==> src/rtl/opl_pkg.sv <==
package opl_pkg;

    typedef struct packed {
        logic valid;
        logic hit;
        logic ready;
    } rsp_flags_t;

endpackage

==> src/rtl/opl_window.sv <==
module opl_window #(
    parameter int DEPTH = 8,
    parameter int IW    = $clog2(DEPTH)
) (
    input  logic [IW:0]          head_ptr,
    input  logic [IW:0]          tail_ptr,
    output logic [IW:0]          occupancy,
    output logic [DEPTH*IW-1:0]  rank_idx,
    output logic [DEPTH-1:0]     rank_live
);

    // live count; the wrap bit makes full read as DEPTH
    assign occupancy = tail_ptr - head_ptr;

    // rank 0 is the youngest slot, just below the tail
    for (genvar k = 0; k < DEPTH; k++) begin : g_rank
        localparam logic [IW-1:0] STEP = IW'(k + 1);
        localparam logic [IW:0]   RANK = (IW + 1)'(k);
        assign rank_idx[k*IW +: IW] = tail_ptr[IW-1:0] - STEP;
        assign rank_live[k]         = RANK < occupancy;
    end

endmodule

==> src/rtl/opl_scan_stage.sv <==
module opl_scan_stage #(
    parameter int REG_W  = 5,
    parameter int DATA_W = 16,
    parameter int IW     = 3
) (
    input  logic              found_i,
    input  logic [IW-1:0]     idx_i,
    input  logic [DATA_W-1:0] data_i,
    input  logic              done_i,
    input  logic              live,
    input  logic [REG_W-1:0]  slot_dst,
    input  logic [DATA_W-1:0] slot_data,
    input  logic              slot_done,
    input  logic [IW-1:0]     slot_idx,
    input  logic [REG_W-1:0]  req_reg,
    output logic              found_o,
    output logic [IW-1:0]     idx_o,
    output logic [DATA_W-1:0] data_o,
    output logic              done_o
);

    logic match;

    always_comb begin
        match = live && (slot_dst == req_reg);
        // an earlier (younger) stage that already hit keeps priority
        if (found_i) begin
            found_o = 1'b1;
            idx_o   = idx_i;
            data_o  = data_i;
            done_o  = done_i;
        end else if (match) begin
            found_o = 1'b1;
            idx_o   = slot_idx;
            data_o  = slot_data;
            done_o  = slot_done;
        end else begin
            found_o = 1'b0;
            idx_o   = '0;
            data_o  = '0;
            done_o  = 1'b0;
        end
    end

endmodule

==> src/rtl/opl_lookup.sv <==
module opl_lookup
    import opl_pkg::*;
#(
    parameter int DEPTH  = 8,
    parameter int REG_W  = 5,
    parameter int DATA_W = 16,
    parameter int IW     = $clog2(DEPTH)
) (
    input  logic                    clk,
    input  logic                    rst_n,
    input  logic                    req_valid,
    input  logic [REG_W-1:0]        req_reg,
    input  logic [IW:0]             head_ptr,
    input  logic [IW:0]             tail_ptr,
    input  logic [DEPTH*REG_W-1:0]  ent_dst,
    input  logic [DEPTH*DATA_W-1:0] ent_data,
    input  logic [DEPTH-1:0]        ent_done,
    input  logic [DATA_W-1:0]       arf_rdata,
    output logic                    rsp_valid,
    output logic                    rsp_hit,
    output logic [IW-1:0]           rsp_idx,
    output logic [DATA_W-1:0]       rsp_data,
    output logic                    rsp_ready
);

    typedef struct packed {
        rsp_flags_t        f;
        logic [IW-1:0]     idx;
        logic [DATA_W-1:0] data;
    } rsp_state_t;

    rsp_state_t st_d, st_q;

    logic [IW:0]         occupancy;
    logic [DEPTH*IW-1:0] rank_idx;
    logic [DEPTH-1:0]    rank_live;

    opl_window #(.DEPTH(DEPTH), .IW(IW)) u_win (
        .head_ptr  (head_ptr),
        .tail_ptr  (tail_ptr),
        .occupancy (occupancy),
        .rank_idx  (rank_idx),
        .rank_live (rank_live)
    );

    // daisy chain, youngest rank first
    logic [DEPTH:0]    found_c;
    logic [IW-1:0]     idx_c  [DEPTH+1];
    logic [DATA_W-1:0] data_c [DEPTH+1];
    logic [DEPTH:0]    done_c;

    assign found_c[0] = 1'b0;
    assign idx_c[0]   = '0;
    assign data_c[0]  = '0;
    assign done_c[0]  = 1'b0;

    for (genvar k = 0; k < DEPTH; k++) begin : g_chain
        logic [IW-1:0]     pidx;
        logic [REG_W-1:0]  sdst;
        logic [DATA_W-1:0] sdata;
        logic              sdone;

        assign pidx  = rank_idx[k*IW +: IW];
        assign sdst  = ent_dst[pidx*REG_W +: REG_W];
        assign sdata = ent_data[pidx*DATA_W +: DATA_W];
        assign sdone = ent_done[pidx];

        opl_scan_stage #(.REG_W(REG_W), .DATA_W(DATA_W), .IW(IW)) u_stage (
            .found_i   (found_c[k]),
            .idx_i     (idx_c[k]),
            .data_i    (data_c[k]),
            .done_i    (done_c[k]),
            .live      (rank_live[k]),
            .slot_dst  (sdst),
            .slot_data (sdata),
            .slot_done (sdone),
            .slot_idx  (pidx),
            .req_reg   (req_reg),
            .found_o   (found_c[k+1]),
            .idx_o     (idx_c[k+1]),
            .data_o    (data_c[k+1]),
            .done_o    (done_c[k+1])
        );
    end

    always_comb begin
        st_d         = st_q;
        st_d.f.valid = req_valid;
        if (req_valid) begin
            if (found_c[DEPTH] && (occupancy != '0)) begin
                st_d.f.hit   = 1'b1;
                st_d.f.ready = done_c[DEPTH];
                st_d.idx     = idx_c[DEPTH];
                st_d.data    = data_c[DEPTH];
            end else begin
                st_d.f.hit   = 1'b0;
                st_d.f.ready = 1'b1;
                st_d.idx     = '0;
                st_d.data    = arf_rdata;
            end
        end
    end

    always_ff @(posedge clk) begin
        if (!rst_n) st_q <= '0;
        else        st_q <= st_d;
    end

    assign rsp_valid = st_q.f.valid;
    assign rsp_hit   = st_q.f.hit;
    assign rsp_ready = st_q.f.ready;
    assign rsp_idx   = st_q.idx;
    assign rsp_data  = st_q.data;

endmodule

==> config.mk <==
export PLATFORM = sky130hd
export DESIGN_NAME = opl_lookup
export DESIGN_NICKNAME = d
export VERILOG_FILES = /design/src/rtl/opl_pkg.sv /design/src/rtl/opl_window.sv /design/src/rtl/opl_scan_stage.sv /design/src/rtl/opl_lookup.sv
export SDC_FILE = /design/constraint.sdc
export NUM_CORES = 1
export LEC_CHECK = 0
export ABC_CLOCK_PERIOD_IN_PS = 8980
export BUFFER_PORTS_ARGS = -buffer_cell sky130_fd_sc_hd__buf_4
export CORE_MARGIN = 2
export CORE_UTILIZATION = 35
export DETAILED_ROUTE_END_ITERATION = 7
export HOLD_SLACK_MARGIN = 0.05
export SLEW_MARGIN = 20
export SYNTH_ARGS = -nofsm -noshare
export SYNTH_HDL_FRONTEND = slang
export SYNTH_SLANG_ARGS = --single-unit
==> constraint.sdc <==
create_clock -name clk -period 8.98 [get_ports clk]
set_input_delay 2.694 -clock clk [delete_from_list [all_inputs] [get_ports clk]]
set_output_delay 2.694 -clock clk [all_outputs]
set_load 0.01 [all_outputs]
# Word level (Yosys, flattened, before mapping)
# Index checks and enable logic that the tools add are counted.
[op_classes]
add_sub_neg = 8
n_mul = 8
magnitude_cmp = 16
n_eq_ne = 8
shift = 16
muxes = 77
reduce_logical = 10
[op_table]
columns = ["cell", "n"]
rows = [
  ["indexed part select 128 x 8 -> 16 bit", 8],
  ["indexed part select 40 x 7 -> 5 bit", 8],
  ["2-to-1 mux 16 bit", 15],
  ["multiplier 3 x 3 -> 6 bit (second input constant)", 8],
  ["2-to-1 mux 3 bit", 15],
  ["equality test 5 bit", 8],
  ["2-to-1 mux 1 bit", 38],
  ["< comparator 3 x 4 -> 1 bit (second input constant)", 8],
  ["binary-select mux 1 bit (select 3 bit)", 8],
  ["2-to-1 mux 21 bit", 1],
  ["< comparator 3 x 4 -> 1 bit (first input constant)", 4],
  ["subtractor 3 bit (second input constant)", 4],
  ["logical AND 1 bit", 9],
  ["< comparator 1 x 4 -> 1 bit (first input constant)", 2],
  ["< comparator 2 x 4 -> 1 bit (first input constant)", 2],
  ["subtractor 3 x 2 -> 3 bit (second input constant)", 2],
  ["nonzero test 4 bit", 1],
  ["subtractor 4 bit", 1],
  ["subtractor 3 x 1 -> 3 bit (second input constant)", 1],
]
[totals]
reg_bits = 22
out_inout_bits = 22
wordCells = 148

# Longest topological paths before layout
[logic_depth]
ltp_word = 15
mapped_depth = 18
depth_no_buf = 14

# Modules after synthesis
# A second synthesis with hierarchy kept.
[hier_totals]
cells_unflattened = 1404
area_unflattened_um2 = 17898.4
[by_module_without_submodules]
columns = ["module", "n_inst", "cells_each", "area_per_inst_um2", "seq_area_each_um2"]
rows = [
  ["opl_lookup", 1, 737, 12812.3, 440.4],
  ["opl_scan_stage", 8, 77, 588.1, 0.0],
  ["opl_window", 1, 51, 381.6, 0.0],
]

# Worst setup path after synthesis
# OpenSTA, ideal clock, no wires.
[synth_path]
kind = "input -> register"
start = "in tail_ptr[1]"
end = "reg st_q (netlist bit rsp_data[12])"
setup_ps = 131
arrival_ps = 5988
required_time_ps = 8849
path_slack_ps = 2861
cell_stages = 18
n_path_buf = 7
path_cell_list = "buf_4 buf_4 buf_4 inv_1 ha_1 buf_6 buf_12 mux4_2 xnor2_1 nand4_1 a221oi_4 nand2_4 and3_4 and3_1 buf_2 buf_4 a31oi_1 o22ai_1"
[synth_between]
elab_chain_len = 15
elab_cells_between_ends = 89
cone_classes = "8 x add/sub; 8 x mul; 8 x order compare; 8 x eq/ne; 16 x shift; 31 x mux; 10 x reduce/logical"
[synth_rtl]
columns = ["element", "line_no", "source"]
rows = [
  ["from (decl)", "opl_lookup.sv:14", "input logic [IW:0] tail_ptr,"],
  ["subtractor 3 x 2 -> 3 bit / subtractor 3 x 1 -> 3 bit (equally long branches)", "opl_window.sv:19", "assign rank_idx[k*IW +: IW] = tail_ptr[IW-1:0] - STEP;"],
  ["multiplier 3 x 3 -> 6 bit", "opl_lookup.sv:64", "assign sdst = ent_dst[pidx*REG_W +: REG_W];"],
  ["indexed part select 40 x 7 -> 5 bit", "opl_lookup.sv:64", ""],
  ["equality test 5 bit", "opl_scan_stage.sv:25", "match = live && (slot_dst == req_reg);"],
  ["logical AND 1 bit", "opl_scan_stage.sv:25", ""],
  ["2-to-1 mux 1 bit", "opl_scan_stage.sv:32", "end else if (match) begin"],
  ["2-to-1 mux 1 bit (7 in series)", "opl_scan_stage.sv:27", "if (found_i) begin"],
  ["logical AND 1 bit", "opl_lookup.sv:90", "if (found_c[DEPTH] && (occupancy != '0)) begin"],
  ["2-to-1 mux 21 bit *", "opl_lookup.sv:90", ""],
  ["to (signal assigned)", "opl_lookup.sv:106", "else st_q <= st_d;"],
  ["to (decl)", "opl_lookup.sv:32", "rsp_state_t st_d, st_q;"],
]
# Every way passes the cells marked *; elsewhere a longest branch is shown, timed or not.
# A chain may end at the register's enable or synchronous reset.

# Worst setup path after layout
[layout_path]
start = "in tail_ptr[0]"
end = "reg st_q (netlist bit rsp_data[13])"
# Same word-level chain as after synthesis.

==> flow_summary_export.csv <==
group,metric,value,unit
synthesis,yosysMostFrequentCell,"mux4_2",
routing,drt-total-wl,36.9,mm
die,rows,61,
sta,worstMarginPinSlew,1100,ps
cts,cts_hold_buf,0,
global_routing,grt_overflow_total,0,
cts,cts_root_buf,"clkbuf_16",
routing,detail_route.wl_per_cell,23.5,um
synthesis,synth_top_cell_area_share,39.6,%
synthesis,synth_top_family_by_area,"multiplexers",
setup_path,cp-end-kind,"register",
global_routing,grt_max_degree,75,
final_layout,diodes,0,
sta,slew_violations,0,
placement,hpwl,28.8,mm
placement,place_congestion,0.943,
cts,cts_resized,0,
synthesis,synth_warnings,0,
sta,setup-violations-final,0,
power_and_ir_drop,power.density,97.0,nW/um2
final_layout,multi_input_area,8810,um2
placement,pre_cts_ws,1420,ps
setup_path,cp_max_fo,74,
sta,fin_crit_sh,82.6,%
power_and_ir_drop,p_leak,4.55,nW
die,fp.dieH,171,um
die,die_area,29300,um2
min_path,hp-class,"reg -> reg",
synthesis,syn-cell-area,9790,um2
sta,setup-tns-final,0,ps
power_and_ir_drop,total_power,1.14,mW
power_and_ir_drop,seqPwrFrac,11.0,%
die,core_region_area,27600,um2
final_layout,seq_area,440,um2
cts,clock_path_buffers,2,
synthesis,synth_fp_nets,1261,
sta,worst_slack,1560,ps
sta,relSlewSlack,26.8,%
synthesis,synthArstFlopShare,0,%
cts,post_cts_buffers,0,
cts,htree_num_levels,1,
power_and_ir_drop,p_clk_share,11.2,%
synthesis,synthXorXnorAreaFrac,5.14,%
routing,postRouteAntennaNets,0,
power_and_ir_drop,share_comb_of_total_power,77.8,%
synthesis,yosysTopAreaCell,"mux4_2",
sta,rsz0062_at_grt,"no",
synthesis,synth_seq_cells,22,
final_layout,layout-drive-gt1-share,39.0,%
sta,period_needed,7420,ps
cts,cts_buffers,3,
placement,io_buffer_count,229,
global_routing,antenna_found_initial,0,
power_and_ir_drop,p_int,0.603,mW
cts,cts_sinks,22,
power_and_ir_drop,p_sw_share,47.0,%
setup_path,required,9120,ps
final_layout,area_growth,19.9,%
synthesis,synthMuxAreaShare,50.0,%
synthesis,synth_edf_count,0,
routing,drcViolationCount,0,
synthesis,syn_avg_cell_area,9.35,um2
synthesis,synth-seq-area-share,4.50,%
synthesis,synthAdderAreaFrac,0.844,%
synthesis,synth-main-ff-cell,"dfxtp_1",
cts,clock_latency,260,ps
routing,viasPerCell,6.43,
setup_path,crit_type,"in -> reg",
setup_path,start_kind,"input pin",
synthesis,synth_area_leaders,"mux4_2, mux2i_1, nand2_1",
synthesis,syn_inst,1047,
power_and_ir_drop,irDropWorstVdd,0.0669,mV
final_layout,fillers,2718,
synthesis,synth_compound_area_share,16.4,%
die,initial_utilization,35.4,%
routing,num_vias,10089,
synthesis,synth_cell_types,89,
setup_path,crit_arrival,7550,ps
die,die_w,171,um
job,maxCapViolations,0,
sta,finalHoldViolCount,0,
routing,first_pass_iters,6,
global_routing,grt_usage,24.8,%
global_routing,first_global_vias,9590,
routing,drt-initial-drc-count,1082,
synthesis,synthSimpleGateAreaFrac,16.9,%
final_layout,finalNetCount,1406,
power_and_ir_drop,p_switching,0.535,mW
synthesis,synth_common_cells,"mux4_2, nand2_1, nor2_1",
sta,clock_skew,0,ps
die,pin_count,230,
outcome,status,"completed",
cts,clk_pin_slew,60,ps
sta,fmax,135,MHz
cts,tritoncts,"yes",
global_routing,grt_pass1_wl,56.7,mm
[final timing paths]
| kind | from | end | slack (ps) | cells after the start |
|---|---|---|---|---|
| max reg2reg | rsp_data[13]$_SDFFE_PN0P_ | rsp_data[13]$_SDFFE_PN0P_ | 7920 | 3 |
| max | tail_ptr[0] | rsp_data[13]$_SDFFE_PN0P_ | 1560 | 12 |
| min reg2reg | rsp_data[6]$_SDFFE_PN0P_ | rsp_data[6]$_SDFFE_PN0P_ | 470 | 1 |
| min | rsp_data[6]$_SDFFE_PN0P_ | rsp_data[6]$_SDFFE_PN0P_ | 470 | 1 |
[power by group through the flow]
stage / Combinational, mW / Clock, mW / Sequential, mW
2_1_floorplan: 0.579 / 0 / 0.130
3_3_place_gp: 0.860 / 0 / 0.127
3_5_place_dp: 0.867 / 0 / 0.127
4_1_cts: 0.869 / 0.127 / 0.125
5_1_grt: 0.947 / 0.133 / 0.127
6_report: 0.884 / 0.127 / 0.125
[area by class of cell]
class / instances / share of cell area, %
Clock buffer: 3 / 0.640
Timing Repair Buffer: 246 / 15.8
Tap cell: 378 / 4.03
Clock inverter: 1 / 0.256
Inverter: 10 / 0.341
Sequential cell: 22 / 3.75
Multi-Input combinational cell: 909 / 75.1
[routing by layer]
layer  up-vias  global-route usage, %  wire (um)  part of all wire (%)
li1       4458                      -          -                     -
met1      4966                   36.4      15800                    43
met2       588                   38.5      16700                    45
met3        77                   4.30       3470                   9.4
met4         0                   5.20        903                   2.4
met5         -                      0          0                     0
[logic make-up after synthesis]
group,count (synthesis)
simple gates,351
mux,268
compound gates,230
buf+inv,116
xor+xnor,54
flops,22
fa+ha+maj,6
[flip-flops by register name, indices dropped and copies added, names as in the netlist]
name	cells
rsp_idx	3
rsp_hit	1
rsp_data	16
rsp_valid	1
rsp_ready	1
[critical path, cell delays in order]
cell      delay, ps
buf_8           440
inv_4           270
ha_4            870
mux4_2          620
xnor2_1         260
nand3_1         140
a211oi_2        660
nand2_2         340
and2_1          240
and3_1          390
a31oi_1         420
o22ai_1         130
[layout by cell type, fill, tap and decap left out, drive strengths merged, types with 4 or more instances in the layout]
cell type / netlist / layout
o211ai: 12 / 12
o21bai: 5 / 5
mux2: 5 / 5
a32oi: 6 / 6
and3: 8 / 8
o21ai: 54 / 54
nor4: 5 / 5
nor3: 9 / 9
a211oi: 14 / 14
or4b: 4 / 4
xor2: 16 / 16
a22oi: 8 / 8
ha: 5 / 5
a32o: 4 / 4
a31oi: 21 / 21
dfxtp: 22 / 22
mux4: 175 / 175
a21oi: 34 / 34
a41oi: 6 / 6
nand2: 151 / 151
o22ai: 15 / 15
and2: 12 / 12
nor2: 92 / 92
nor2b: 13 / 13
inv: 9 / 9
nand2b: 8 / 8
nand3: 27 / 27
a221oi: 6 / 6
xnor2: 38 / 38
nand4: 9 / 9
buf: 70 / 246
mux2i: 88 / 88
o221ai: 12 / 12
o21a: 5 / 5
[per-stage QoR]
| step | cells | instance area, um2 | util [%] | hold slack, ps |
|---|---|---|---|---|
| finish | 1569 | 11700 | 42.5 | 468 |
| global route | 1569 | 11700 | 42.5 | 479 |
| CTS | 1569 | 11700 | 42.5 | 472 |
| detailed placement | 1565 | 11600 | 42.1 | 457 |
| global placement | 1565 | 11600 | 42.1 | 454 |
| floorplan | 1047 | 9790 | - | 505 |
Note: power is estimated with default switching activity, not from simulation.
